==> src/rtl/zspan_pkg.sv <==
package zspan_pkg;
  localparam int ZS_ZW         = 16;  // stored depth width
  localparam int ZS_FRAC       = 8;   // interpolator fraction bits
  localparam int ZS_FLAG_WORDS = 64;  // mark store depth in words
  localparam int ZS_XW         = 16;  // pixel index width

  typedef enum logic [1:0] {
    ZS_IDLE  = 2'd0,
    ZS_TEST  = 2'd1,
    ZS_WRITE = 2'd2
  } zs_state_e;
endpackage

==> src/rtl/zspan_acc.sv <==
module zspan_acc #(
  parameter int W = 24
) (
  input  logic         clk,
  input  logic         rst_n,
  input  logic         load,
  input  logic         step,
  input  logic [W-1:0] init,
  input  logic [W-1:0] delta,
  output logic [W-1:0] value
);
  logic [W-1:0] acc_q;

  always_ff @(posedge clk) begin
    if (!rst_n)     acc_q <= '0;
    else if (load)  acc_q <= init;
    else if (step)  acc_q <= acc_q + delta;
  end

  assign value = acc_q;
endmodule

==> src/rtl/zspan_flagbuf.sv <==
module zspan_flagbuf #(
  parameter int DEPTH = 64,
  parameter int W     = 2,
  localparam int AW   = $clog2(DEPTH)
) (
  input  logic          clk,
  input  logic          rst_n,
  input  logic          we,
  input  logic [AW-1:0] waddr,
  input  logic [W-1:0]  wdata,
  input  logic [AW-1:0] raddr_a,
  output logic [W-1:0]  rdata_a,
  input  logic [AW-1:0] raddr_b,
  output logic [W-1:0]  rdata_b
);
  logic [W-1:0] mem_q [DEPTH];

  always_ff @(posedge clk) begin
    if (!rst_n) begin
      for (int i = 0; i < DEPTH; i++) mem_q[i] <= '0;
    end else if (we) begin
      mem_q[waddr] <= wdata;
    end
  end

  assign rdata_a = mem_q[raddr_a];
  assign rdata_b = mem_q[raddr_b];
endmodule

==> src/rtl/zspan_depth_unit.sv <==
module zspan_depth_unit
  import zspan_pkg::*;
#(
  parameter int ZW         = ZS_ZW,
  parameter int FRAC       = ZS_FRAC,
  parameter int FLAG_WORDS = ZS_FLAG_WORDS,
  parameter int XW         = ZS_XW,
  localparam int ACCW      = ZW + FRAC,
  localparam int WAW       = XW - 1,
  localparam int FAW       = $clog2(FLAG_WORDS),
  localparam int CW        = FAW + 1,
  localparam int LW        = $clog2(2 * FLAG_WORDS) + 1,
  localparam int DW        = 2 * ZW
) (
  input  logic            clk,
  input  logic            rst_n,
  input  logic            start,
  input  logic [XW-1:0]   x_left,
  input  logic [LW-1:0]   span_len,
  input  logic [ACCW-1:0] z0_init,
  input  logic [ACCW-1:0] z1_init,
  input  logic [ACCW-1:0] dz0,
  input  logic [ACCW-1:0] dz1,
  output logic            rd_req_valid,
  input  logic            rd_req_ready,
  output logic [WAW-1:0]  rd_addr,
  input  logic            rd_rsp_valid,
  input  logic [DW-1:0]   rd_rsp_data,
  output logic            wr_valid,
  input  logic            wr_ready,
  output logic [WAW-1:0]  wr_addr,
  output logic [DW-1:0]   wr_data,
  output logic [1:0]      wr_be,
  input  logic [FAW-1:0]  flag_raddr,
  output logic [1:0]      flag_rdata,
  output logic            busy,
  output logic            test_done,
  output logic            write_done
);
  localparam int LANES = 2;

  zs_state_e       state_q;
  logic [WAW-1:0]  base_q;
  logic [CW-1:0]   nwords_q, req_cnt_q, rsp_cnt_q, wr_cnt_q;
  logic            odd_q;
  logic            test_done_q, write_done_q;
  logic [ACCW-1:0] z_start_q [LANES];
  logic [ACCW-1:0] dz_q      [LANES];
  logic [ACCW-1:0] z_port    [LANES];
  logic [ACCW-1:0] dz_port   [LANES];
  logic [ACCW-1:0] lane_init [LANES];
  logic [ACCW-1:0] lane_val  [LANES];
  logic [ZW-1:0]   depth     [LANES];
  logic [LANES-1:0] closer;

  logic [LW:0] words_full;
  logic        start_ok, rsp_fire, last_rsp, wr_fire, last_wr, rd_fire;
  logic        acc_load, acc_step;
  logic [1:0]  flag_wdata;

  assign z_port[0]  = z0_init;
  assign z_port[1]  = z1_init;
  assign dz_port[0] = dz0;
  assign dz_port[1] = dz1;

  assign words_full = ({1'b0, span_len} + (LW+1)'(1)) >> 1;
  assign start_ok   = (state_q == ZS_IDLE) && start && (span_len != '0)
                      && (span_len <= LW'(2 * FLAG_WORDS));

  assign rd_req_valid = (state_q == ZS_TEST) && (req_cnt_q < nwords_q);
  assign rd_addr      = base_q + WAW'(req_cnt_q);
  assign rd_fire      = rd_req_valid && rd_req_ready;

  assign rsp_fire = (state_q == ZS_TEST) && rd_rsp_valid && (rsp_cnt_q < nwords_q);
  assign last_rsp = (rsp_cnt_q == nwords_q - CW'(1));

  assign wr_valid = (state_q == ZS_WRITE);
  assign wr_addr  = base_q + WAW'(wr_cnt_q);
  assign wr_fire  = wr_valid && wr_ready;
  assign last_wr  = (wr_cnt_q == nwords_q - CW'(1));

  // Reload wins over step: last test response restarts the lanes for the write pass
  assign acc_load = start_ok || (rsp_fire && last_rsp);
  assign acc_step = rsp_fire || wr_fire;

  for (genvar l = 0; l < LANES; l++) begin : g_lane
    assign lane_init[l] = start_ok ? z_port[l] : z_start_q[l];

    zspan_acc #(.W(ACCW)) u_acc (
      .clk   (clk),
      .rst_n (rst_n),
      .load  (acc_load),
      .step  (acc_step),
      .init  (lane_init[l]),
      .delta (dz_q[l]),
      .value (lane_val[l])
    );

    assign depth[l]  = lane_val[l][ACCW-1 -: ZW];
    assign closer[l] = depth[l] < rd_rsp_data[l*ZW +: ZW];
  end

  // Odd half of the final word lies past the span when the length is odd
  assign flag_wdata = {closer[1] & ~(last_rsp & odd_q), closer[0]};

  assign wr_data = {depth[1], depth[0]};

  zspan_flagbuf #(.DEPTH(FLAG_WORDS), .W(2)) u_flags (
    .clk     (clk),
    .rst_n   (rst_n),
    .we      (rsp_fire),
    .waddr   (rsp_cnt_q[FAW-1:0]),
    .wdata   (flag_wdata),
    .raddr_a (wr_cnt_q[FAW-1:0]),
    .rdata_a (wr_be),
    .raddr_b (flag_raddr),
    .rdata_b (flag_rdata)
  );

  always_ff @(posedge clk) begin
    if (!rst_n) begin
      state_q      <= ZS_IDLE;
      base_q       <= '0;
      nwords_q     <= '0;
      odd_q        <= 1'b0;
      req_cnt_q    <= '0;
      rsp_cnt_q    <= '0;
      wr_cnt_q     <= '0;
      test_done_q  <= 1'b0;
      write_done_q <= 1'b0;
      for (int l = 0; l < LANES; l++) begin
        z_start_q[l] <= '0;
        dz_q[l]      <= '0;
      end
    end else begin
      test_done_q  <= 1'b0;
      write_done_q <= 1'b0;
      unique case (state_q)
        ZS_IDLE: begin
          if (start_ok) begin
            base_q    <= x_left[XW-1:1];
            nwords_q  <= words_full[CW-1:0];
            odd_q     <= span_len[0];
            req_cnt_q <= '0;
            rsp_cnt_q <= '0;
            for (int l = 0; l < LANES; l++) begin
              z_start_q[l] <= z_port[l];
              dz_q[l]      <= dz_port[l];
            end
            state_q <= ZS_TEST;
          end
        end
        ZS_TEST: begin
          if (rd_fire) req_cnt_q <= req_cnt_q + CW'(1);
          if (rsp_fire) begin
            rsp_cnt_q <= rsp_cnt_q + CW'(1);
            if (last_rsp) begin
              state_q     <= ZS_WRITE;
              wr_cnt_q    <= '0;
              test_done_q <= 1'b1;
            end
          end
        end
        ZS_WRITE: begin
          if (wr_fire) begin
            wr_cnt_q <= wr_cnt_q + CW'(1);
            if (last_wr) begin
              state_q      <= ZS_IDLE;
              write_done_q <= 1'b1;
            end
          end
        end
        default: state_q <= ZS_IDLE;
      endcase
    end
  end

  assign busy       = (state_q != ZS_IDLE);
  assign test_done  = test_done_q;
  assign write_done = write_done_q;
endmodule

==> config.mk <==
export PLATFORM = sky130hd
export DESIGN_NAME = zspan_depth_unit
export DESIGN_NICKNAME = d
export VERILOG_FILES = /design/src/rtl/zspan_pkg.sv /design/src/rtl/zspan_acc.sv /design/src/rtl/zspan_flagbuf.sv /design/src/rtl/zspan_depth_unit.sv
export SDC_FILE = /design/constraint.sdc
export NUM_CORES = 1
export LEC_CHECK = 0
export BUFFER_PORTS_ARGS = -buffer_cell sky130_fd_sc_hd__buf_4
export CAP_MARGIN = 10
export CORE_MARGIN = 3
export CORE_UTILIZATION = 45
export DETAILED_ROUTE_END_ITERATION = 12
export PLACE_DENSITY = 0.62
export REMOVE_ABC_BUFFERS = 1
export SYNTH_ARGS = -nofsm -noshare
export SYNTH_HDL_FRONTEND = slang
export SYNTH_HIERARCHICAL = 1
export SYNTH_SLANG_ARGS = --single-unit
export TNS_END_PERCENT = 50
==> constraint.sdc <==
create_clock -name clk -period 8.3 [get_ports clk]
set_input_delay 1.66 -clock clk [delete_from_list [all_inputs] [get_ports clk]]
set_output_delay 1.66 -clock clk [all_outputs]
set_load 0.005 [all_outputs]
# After elaboration in Yosys (flattened, before gate mapping)
# Memory sizes are Yosys's and may differ from the RTL's. A register that Yosys moved wholly into a read port is not among the register bits.
# Index checks and enable logic that the tools add are counted.
classes:
  n_eq_ne: 10
  muxes: 40
  order_cmp: 5
  n_bitwise: 7
  addsub: 9
  n_reduce_logical: 25
ops:
  columns: ["operator", "count"]
  rows:
  - ["24-bit 2-to-1 mux", 10]
  - ["24-bit adder", 2]
  - ["7-bit 2-to-1 mux", 6]
  - ["7-bit case mux with 2 select lines", 3]
  - ["16-bit < comparator", 2]
  - ["15-bit by 7-bit adder with 15-bit output", 2]
  - ["7-bit by 1-bit adder with 7-bit output, second input constant", 3]
  - ["6-bit 2-to-1 mux", 3]
  - ["7-bit == test", 2]
  - ["7-bit < comparator", 2]
  - ["2-bit 2-to-1 mux", 6]
  - ["3-bit AND reduction", 4]
  - ["1-bit 2-to-1 mux", 11]
  - ["1-bit logical AND", 9]
  - ["8-bit by 1-bit adder with 8-bit output, second input constant", 1]
  - ["8-bit <= comparator, second input constant", 1]
  - ["2-bit != test, second input constant", 4]
  - ["2-bit nonzero test", 4]
  - ["8-bit nonzero test", 1]
  - ["7-bit by 1-bit subtractor with 7-bit output, second input constant", 1]
  - ["2-bit case mux with 3 select lines", 1]
  - ["5-bit AND reduction", 1]
  - ["2-bit by 1-bit != test with 1-bit output, second input constant", 2]
  - ["1-bit bitwise OR", 4]
  - ["9 further kinds", 11]
word_totals:
  wordCells: 110
  out_inout_bits: 71
  ff_bits: 96
  ram_bits: 224
  mem_count: 3
mem_list:
  columns: ["name", "words", "word_bits", "rd", "rd_clocked_by_memory_dff", "write_ports", "line_no", "rtl"]
  rows:
  - ["u_flags.mem_q", 64, 2, 2, 1, 64, "zspan_flagbuf.sv:16", "logic [W-1:0] mem_q [DEPTH];"]
  - ["dz_q", 2, 24, 2, 0, 2, "zspan_depth_unit.sv:48", "logic [ACCW-1:0] dz_q [LANES];"]
  - ["z_start_q", 2, 24, 2, 0, 2, "zspan_depth_unit.sv:47", "logic [ACCW-1:0] z_start_q [LANES];"]

# Depth between registers and ports, before layout
# Gate-level depths: netlist of the first run.
depth:
  word_depth: 9
  depth_mapped: 17
  ltp_nobuf: 13

# Cells and area by module
# The synthesis of the first run kept the hierarchy.
by_module_without_submodules:
  columns: ["mod", "area_each_um2", "cells_per_inst", "seq_area_each_um2", "n_inst"]
  rows:
  - ["zspan_depth_unit", 8436.8, 920, 3843.7, 1]
  - ["zspan_flagbuf", 7689.9, 639, 3843.7, 1]
  - ["zspan_acc at g_lane[0].u_acc", 2408.6, 329, 480.5, 1]
  - ["zspan_acc at g_lane[1].u_acc", 2287.2, 289, 480.5, 1]

# Least setup slack after synthesis of the first run
# OpenSTA, ideal clock, no wires.
synth_path:
  path_type: "input-to-reg"
  start: "input span_len[0]"
  end: "memory dz_q[0][0] (netlist bit) (enable)"
  stages: 7
  setup_time_ns: 0.498
  path_buffers: 1
  required_time_ns: 7.802
  path_slack_ns: 2.530
  t_arrival_ns: 5.271
  cell_sequence: "inv_1 > ha_1 > nor2b_1 > a21o_1 > a21o_1 > nand2_1 > clkbuf_1"
synth_lines:
  columns: ["item", "line_no", "rtl"]
  rows:
  - ["from (decl)", "zspan_depth_unit.sv:19", "input logic [LW-1:0] span_len,"]
  - ["to (decl)", "zspan_depth_unit.sv:48", null]

# Final worst setup path of the first run
layout_path:
  start: "register wr_cnt_q[0]"
  end: "output wr_addr[8]"
layout_via:
  elab_chain_cells: 1
layout_lines:
  columns: ["item", "line_no", "rtl"]
  rows:
  - ["from (decl)", "zspan_depth_unit.sv:44", "logic [CW-1:0] nwords_q, req_cnt_q, rsp_cnt_q, wr_cnt_q;"]
  - ["from (signal assigned)", "zspan_depth_unit.sv:166", "wr_cnt_q <= wr_cnt_q + CW'(1);"]
  - ["15-bit by 7-bit adder with 15-bit output", "zspan_depth_unit.sv:78", "assign wr_addr = base_q + WAW'(wr_cnt_q);"]
  - ["to (decl)", "zspan_depth_unit.sv:31", "output logic [WAW-1:0] wr_addr,"]
# Every way passes these cells.

==> results of run 1 <==
[how the worst max path moves through the flow]
stage,start,end,cells past startpoint
2_1_floorplan,span_len[0],g_lane[1].u_acc/value[13],11
3_3_place_gp,flag_raddr[1],flag_rdata[1],7
3_5_place_dp,flag_raddr[0],flag_rdata[1],7
4_1_cts,wr_cnt_q[0],wr_addr[8],10
5_1_grt,wr_cnt_q[0],wr_addr[8],10
6_report,wr_cnt_q[0],wr_addr[8],10
[kinds of logic after synthesis]
| logic type | Yosys count | synth area share |
|---|---|---|
| AO/OA/AOI/OAI | 397 | 0.126 |
| XOR/XNOR | 81 | 0.0347 |
| adder cells (fa/ha/maj) | 114 | 0.0698 |
| buffers and inverters | 231 | 0.0459 |
| flip-flops | 320 | 0.415 |
| multiplexers | 93 | 0.0839 |
| AND/OR/NAND/NOR | 941 | 0.224 |
[power breakdown]
group / internal, W / switching (W)
clock network: 0.00108 / 0.000682
registers: 0.00180 / 0.0000596
logic: 0.000270 / 0.000346
[cell usage after synthesis (18+ instances only)]
master / instances / area (sq um)
xor2_1: 28 / 245
xnor2_1: 52 / 455
a21o_1: 32 / 240
a21oi_1: 114 / 571
nand3_1: 34 / 170
clkbuf_1: 123 / 462
edfxtp_1: 224 / 6730
ha_1: 109 / 1360
nand4_1: 28 / 175
mux4_2: 56 / 1260
a211oi_1: 27 / 203
buf_2: 18 / 90.1
inv_1: 73 / 274
nand2_1: 383 / 1440
nand2b_1: 19 / 119
nor3_1: 20 / 100
nor2b_1: 24 / 150
nor2_1: 110 / 413
dfxtp_1: 96 / 1920
mux2i_1: 20 / 200
and3_1: 245 / 1530
o21ai_0: 70 / 350
[cells in the final DEF, fill, tap and decap left out, drive strengths merged, types with 27 or more instances in the layout]
| cell | count |
|---|---|
| clkbuf | 53 |
| xnor2 | 52 |
| edfxtp | 224 |
| a211oi | 27 |
| inv | 74 |
| xor2 | 28 |
| mux4 | 62 |
| a21oi | 117 |
| nor2 | 110 |
| nand2 | 385 |
| ha | 109 |
| a21o | 32 |
| buf | 260 |
| nand4 | 28 |
| and3 | 246 |
| dfxtp | 96 |
| o21ai | 72 |
| nand3 | 34 |
[worst max-delay path: stages (launching register included)]
cell and delay [ns]:
dfxtp_2 0.95, ha_1 0.31, inv_1 0.06, fa_1 0.40
nor2b_1 0.13, o21ai_0 0.11, a21boi_0 0.34, o21ai_0 0.30
nand2b_1 0.24, xnor2_1 0.16, buf_4 0.13
[layout make-up]
cell class | count | area share
Clock inverter | 16 | 0.00862
Antenna cell | 2 | 0.000207
Clock buffer | 53 | 0.0453
Inverter | 73 | 0.0113
Tap cell | 600 | 0.0310
Multi-Input combinational cell | 1626 | 0.466
Timing Repair Buffer | 260 | 0.0808
Sequential cell | 320 | 0.357
[per-layer routing]
metal	vias to the layer above	part of all wire	GRT usage
met2	573	0.45	0.362
li1	8272	-	-
met3	89	0.074	0.0531
met5	-	0.0018	0
met1	8293	0.46	0.326
met4	14	0.019	0.0555
[metrics by stage]
stage                     std cells  hold slack [ns]   util
after floorplan                2019            0.436      -
after global placement         2875            0.451  0.502
after detailed placement       2875            0.463  0.502
after CTS                      2944            0.475  0.531
after global routing           2949            0.498  0.532
final                          2950            0.469  0.532
[state kept, by name (all words and copies together), names as in the netlist, 2 cells and up]
register,flops
wr_cnt_q,7
u_flags/mem_q,128
nwords_q,7
state_q,2
req_cnt_q,7
dz_q,48
z_start_q,48
g_lane.u_acc/value,48
rsp_cnt_q,7
base_q,15
==> run metrics, run 1 <==
status completed; TritonCTS buffer count 38; GRT Util Overall 0.231; skew final 0.0212 ns; Setup Crit Path Kind flop to primary output; final period demand of the worst path 5.34 ns; Chip Width 221 microns; Synth cell types 92; max_slew headroom 0.233; Final #Nets 2596; Fillers 4120; Final GP Congestion 0.921; vias per std cell 5.84; Area Growth Syn to Fin 16.4%; Worst EP arrival 3.68 ns; power per standard cell area 175 mW/mm^2; post-route cell area 0.0242 sq mm; sequential element share of the synthesized area 0.415; dpl cell area 0.0229 sq mm; hold_buf cts 0; clk slew on worst S/H paths 0.06 ns; Slew Viols, Final 0; PortBufs 233; crit path capture type primary output; launching point of the worst reg2reg path rsp_cnt_q[1]; Congestion Overflow GR 0; first-pass GRT wire length 91800 microns; Synth Area per Inst 9.56 sq um; VDD IR max 113 uV; share of cells above drive strength 1 0.178; worst hold-check path type flop to flop; clk buf depth 3; I/O pin cnt 235; unrepaired setup endpoints after global routing no; HP Start odd_q; dpl ws 3.13 ns; Die H 221 microns; area occupied by multi-input gates 0.0113 sq mm; synthesized area 0.0208 sq mm; WL/cell 19.7 microns; Worst Hold Path EP odd_q; max cap viols 0; Core Region 0.0456 sq mm; Rows 78; final hold viol count 0; Root Buffer clkbuf_16; R2R cell count 12; clock sinks 320; most common flop cell mapped by yosys edfxtp_1; Worst Path Max Fanout 26; synthesized instance count 2177; asr flop ratio synth 0; H-tree levels 2; final WL 58100 microns; total power 0.00423 W; number of synthesized register bits 320; R2R setup slack 3.70 ns; via count 17200; drt first pass iters 5; total die area 0.0489 sq mm; Post-CTS Setup Bufs 0; initial antenna violation count 9; initial core utilization 0.457; Setup-failing EPs final 0; reg2reg end g_lane[0].u_acc/value[22]; Post-synth EDFFs 224; Worst-Skew Late Latency 0.55 ns; # resized after CTS 0; FF+latch area 0.00865 sq mm; hold-critical path depth 2; DP HPWL 40200 microns; largest net degree at the start of global routing 81; number of global-route vias before repair 16800; Initial DRC Count 1304; CP startpoint kind flop; Worst Max-Slew Pin Slew 1.15 ns; Tcrit/Tclk final 0.644; CP Data Required Time 6.64 ns; leakage 10.7 nW; CTS tree built; setup_tns 0 ns; synth warn 6; Fmax achieved 187 MHz; setup ws final 2.96 ns; Detail Route Antenna Nets 0; drt drc 0
Note: power is estimated with default switching activity, not from simulation.
==> run 2: changes to the inputs <==
clock period = 5.1 ns   (was 8.3 ns; I/O delays follow)
==> run 2 against run 1 <==
Power rose by 58%. Largest power group unchanged. Clock skew fell by 0.0044 ns. Design area barely moved. Via count fell by 0.13%.
==> run metrics, run 2 (synthesis gave the netlist of run 1 again) <==
Chip Width 221 microns (unchanged); Worst EP arrival 3.50 ns (-0.18 ns); Setup-failing EPs final 0 (unchanged); clk buf depth 3 (unchanged); Congestion Overflow GR 0 (unchanged); reg2reg end g_lane[1].u_acc/value[20]; Reg with most FFs u_flags/mem_q; Final #Nets 2605 (+0.35%); share of cells above drive strength 1 0.181 (+0.00237); via count 17200 (-0.13%); Die H 221 microns (unchanged); final hold viol count 0 (unchanged); Tcrit/Tclk final 0.887; clk slew on worst S/H paths 0.06 ns (about the same); initial antenna violation count 6 (-3); most frequent cells in the layout nand2_1, buf_4, and3_1, edfxtp_1, a21oi_1; final WL 58800 microns (+1.2%); PortBufs 233 (unchanged); drt first pass iters 5 (unchanged); max cap viols 0 (unchanged); DR WL met2 26400 microns (+1.4%); Final GP Congestion 0.880 (-4.4%); most common cell after layout, fill and taps aside nand2_1; Core Region 0.0456 sq mm (unchanged); HP Start odd_q; Fmax achieved 221 MHz; Area Growth Syn to Fin 16.4% (about the same); DP HPWL 41100 microns (+2.1%); max FFs per register 128 (unchanged); worst hold-check path type flop to flop; I/O pin cnt 235 (unchanged); max_slew headroom 0.246 (+0.0133); Setup Crit Path Kind flop to primary output; Worst Path Max Fanout 19 (-27%); CP startpoint kind flop; VDD IR max 176 uV (+56%); number of global-route vias before repair 16800 (-0.26%); CP Data Required Time 4.08 ns (-2.56 ns); leakage 10.7 nW (+0.22%); hold-critical path depth 2 (unchanged); H-tree levels 2 (unchanged); GRT Util Overall 0.233 (+0.00263); Detail Route Antenna Nets 0 (unchanged); Worst Max-Slew Pin Slew 1.12 ns (-0.0248 ns); crit path capture type primary output; Post-CTS Setup Bufs 0 (unchanged); DR WL met3 4230 microns (-1.7%); Root Buffer clkbuf_16; R2R cell count 12 (unchanged); initial core utilization 0.457 (unchanged); total die area 0.0489 sq mm (unchanged); dpl cells 2884 (+0.31%); Slew Viols, Final 0 (unchanged); DR top layer met5; WL/cell 19.9 microns (+0.91%); vias per std cell 5.82 (-0.44%); fin util 0.532 (about the same); metal1 wirelength 26900 microns (+1.2%); status completed; Finished Layout Cells 2959 (+0.31%); first-pass GRT wire length 92700 microns (+1.0%); skew final 0.0168 ns (-0.00440 ns); largest net degree at the start of global routing 104 (+28%); drt drc 0 (unchanged); power per standard cell area 276 mW/mm^2 (+58%); # resized after CTS 0 (unchanged); Rows 78 (unchanged); R2R setup slack 0.97 ns (-2.73 ns); Worst-Skew Late Latency 0.56 ns (about the same); final period demand of the worst path 4.52 ns; unrepaired setup endpoints after global routing no; clock sinks 320 (unchanged); Initial DRC Count 1500 (+15%); TritonCTS buffer count 38 (unchanged); CTS tree built; setup_tns 0 ns (unchanged); launching point of the worst reg2reg path nwords_q[1]; hold_buf cts 0 (unchanged); Worst Hold Path EP odd_q
[run 2: critical path: stages, from the launching register on]
cell      delay (ns)
dfxtp_2         0.80
ha_1            0.29
inv_1           0.06
fa_1            0.40
nor2b_1         0.12
o21ai_0         0.10
a21boi_0        0.31
o21ai_0         0.31
nand2b_1        0.26
xnor2_1         0.16
buf_4           0.13
[run 2: how the worst max path moves through the flow]
stage / startpoint / cells after the start / slack [ns] / to
after global routing: wr_cnt_q[0] / 10 / 0.35 / wr_addr[8]
final: wr_cnt_q[0] / 10 / 0.58 / wr_addr[8]
after detailed placement: nwords_q[1] / 12 / 0.95 / g_lane[1].u_acc/value[20]
after floorplan: span_len[0] / 11 / -1.89 / g_lane[1].u_acc/value[13]
after global placement: nwords_q[1] / 12 / 1.03 / g_lane[1].u_acc/value[20]
after CTS: wr_cnt_q[0] / 10 / 0.56 / wr_addr[8]
[run 2: through the flow]
step / instance area, sq um / hold WS (ns) / power, W / worst slack [ns]
after global placement: 23000 / 0.451 / 0.00406 / 1.03
after global routing: 24200 / 0.507 / 0.00699 / 0.349
after CTS: 24200 / 0.469 / 0.00676 / 0.563
after detailed placement: 23000 / 0.456 / 0.00408 / 0.948
after floorplan: 20100 / 0.436 / 0.00365 / -1.89
final: 24200 / 0.460 / 0.00670 / 0.577
[run 2: area by class of cell]
type / instances / area [sq um]
diodes: 3 / 7.51
clock buffers: 52 / 1070
clock inverters: 16 / 139
fillers: 4142 / 21300
inverters: 73 / 274
multi-input cells: 1626 / 11300
flip-flops and latches: 320 / 8650
well taps: 600 / 751
repair buffers: 269 / 2070
[run 2: power by group]
part / internal (W) / switching, W
Combinational: 0.000446 / 0.000569
Sequential: 0.00292 / 0.0000956
Clock: 0.00157 / 0.00110
Total: 0.00494 / 0.00177
[run 2: metal layers]
layer | vias to the layer above | GRT usage
met4 | 6 | 0.0586
met2 | 562 | 0.365
met3 | 90 | 0.0504
li1 | 8267 | -
met1 | 8293 | 0.332
met5 | - | 0
==> run 3: changes to the inputs <==
PLACE_DENSITY = 0.68   (was 0.62)
==> run 3 against run 2 <==
Clock power grew 1%. Setup slack gained 0.13 ns. Routed wire length grew 0.14%. Maximum frequency grew 3.0%. Via count grew 1.3%. Worst hold slack gained 0.0099 ns. Clock-buffer cell count is the same. Non-clock buffer count grew 3. Largest power group unchanged.
==> run metrics, run 3 (synthesis gave the netlist of run 1 again) <==
status completed; post-route cell area 0.0243 sq mm (+0.11%); skew final 0.0262 ns (+0.00935 ns); unrepaired setup endpoints after global routing no; Reg with most FFs u_flags/mem_q; largest net degree at the start of global routing 84 (-19%); Tcrit/Tclk final 0.861 (-0.0259); max FFs per register 128 (unchanged); total die area 0.0489 sq mm (unchanged); Worst Path Max Fanout 17 (-2); CP startpoint kind flop; Worst EP arrival 3.37 ns (-0.13 ns); VDD IR max 190 uV (+8.2%); most frequent cells in the layout nand2_1, buf_4, and3_1, edfxtp_1, a21oi_1; I/O pin cnt 235 (unchanged); crit path capture type primary output; first-pass GRT wire length 93700 microns (+1.0%); drt first pass iters 5 (unchanged); Core Region 0.0456 sq mm (unchanged); clk slew on worst S/H paths 0.06 ns (about the same); Root Buffer clkbuf_16; Post-CTS Setup Bufs 0 (unchanged); dpl cell area 0.0230 sq mm (about the same); number of global-route vias before repair 17200 (+2.3%); WL/cell 19.9 microns (about the same); power per standard cell area 278 mW/mm^2 (+0.66%); CP Data Required Time 4.08 ns (about the same); Final #Nets 2608 (+0.12%); Detail Route Antenna Nets 0 (unchanged); drt drc 0 (unchanged); Slew Viols, Final 0 (unchanged); PortBufs 233 (unchanged); CTS tree built; Worst-Skew Late Latency 0.57 ns (about the same); Die H 221 microns (unchanged); share of cells above drive strength 1 0.182 (+0.000888); initial antenna violation count 5 (-1); via count 17400 (+1.3%); setup_tns 0 ns (unchanged); max cap viols 0 (unchanged); Initial DRC Count 1659 (+11%); Congestion Overflow GR 0 (unchanged); max_slew headroom 0.176 (-0.0702); Area Growth Syn to Fin 16.6%; final period demand of the worst path 4.39 ns (-0.132 ns); Worst Max-Slew Pin Slew 1.23 ns (+0.109 ns); Chip Width 221 microns (unchanged); final WL 58900 microns (+0.14%); TritonCTS buffer count 38 (unchanged); Setup Crit Path Kind flop to primary output; GRT Util Overall 0.235 (+0.00121); hold_buf cts 0 (unchanged); Fmax achieved 228 MHz (+3.0%); vias per std cell 5.88 (+1.1%); Rows 78 (unchanged); worst hold-check path type flop to flop; Setup-failing EPs final 0 (unchanged); # resized after CTS 0 (unchanged); most common cell after layout, fill and taps aside nand2_1; clk buf depth 3 (unchanged); Final GP Congestion 0.907 (+3.1%); final hold viol count 0 (unchanged); H-tree levels 2 (unchanged); clock sinks 320 (unchanged); Fillers 3971 (-4.1%); DP HPWL 41600 microns (+1.4%); leakage 10.7 nW (about the same); initial core utilization 0.457 (unchanged)
run 3: cell count changes in the layout (fill, tap and decap cells not counted), sizes merged:
cell,change
clkinvlp,+2
clkinv,-2
bufinv,+1
inv,+1
buf,+3
run 3: routing by layer:
metal,track usage,vias to the layer above,wire length (microns)
met4,0.0775,6,1560
met3,0.0427,102,3910
met2,0.377,604,27000
li1,-,8299,-
met5,0,-,46
met1,0.322,8423,26400
run 3: final cells by class:
type                       count  area, sq um  area share
multi-input combinational   1626        11300       0.465
antenna                        3         7.51    0.000309
clock buffer                  52         1040      0.0430
timing repair buffer         272         2070      0.0853
clock inverter                18          191     0.00789
sequential                   320         8650       0.356
tap                          600          751      0.0309
inverter                      73          274      0.0113
run 3: power breakdown:
part	internal [W]	leakage [nW]	switching, W	total, W
clock	0.00160	0.604	0.00111	0.00271
sequential	0.00292	3.04	0.000102	0.00302
combinational	0.000447	7.09	0.000571	0.00102
run 3: path summary, 6_finish.rpt:
check                                  from                         to  slack [ns]  cells past startpoint
worst min register to register        odd_q                      odd_q        0.47                      2
worst max-delay path            wr_cnt_q[0]                 wr_addr[8]        0.71                     10
worst max register to register  nwords_q[1]  g_lane[1].u_acc/value[20]        0.95                     12
worst min-delay path                  odd_q                      odd_q        0.47                      2
run 3: stage by stage:
step	power (W)	hold slack [ns]	setup WS, ns	std cells	util
after floorplan	0.00365	0.436	-1.89	2019	-
after global placement	0.00405	0.457	1.11	2889	0.505
after detailed placement	0.00408	0.464	1.04	2889	0.505
after CTS	0.00681	0.478	0.682	2959	0.532
after global routing	0.00704	0.500	0.509	2964	0.533
final	0.00675	0.469	0.709	2964	0.533
run 3: worst max-delay path: stages (launching register included):
cell and delay [ns]:
dfxtp_2 0.67, ha_1 0.27, inv_1 0.06, fa_1 0.39, nor2b_1 0.14, o21ai_0 0.13
a21boi_0 0.34, o21ai_0 0.28, nand2b_1 0.23, xnor2_1 0.15, buf_4 0.13
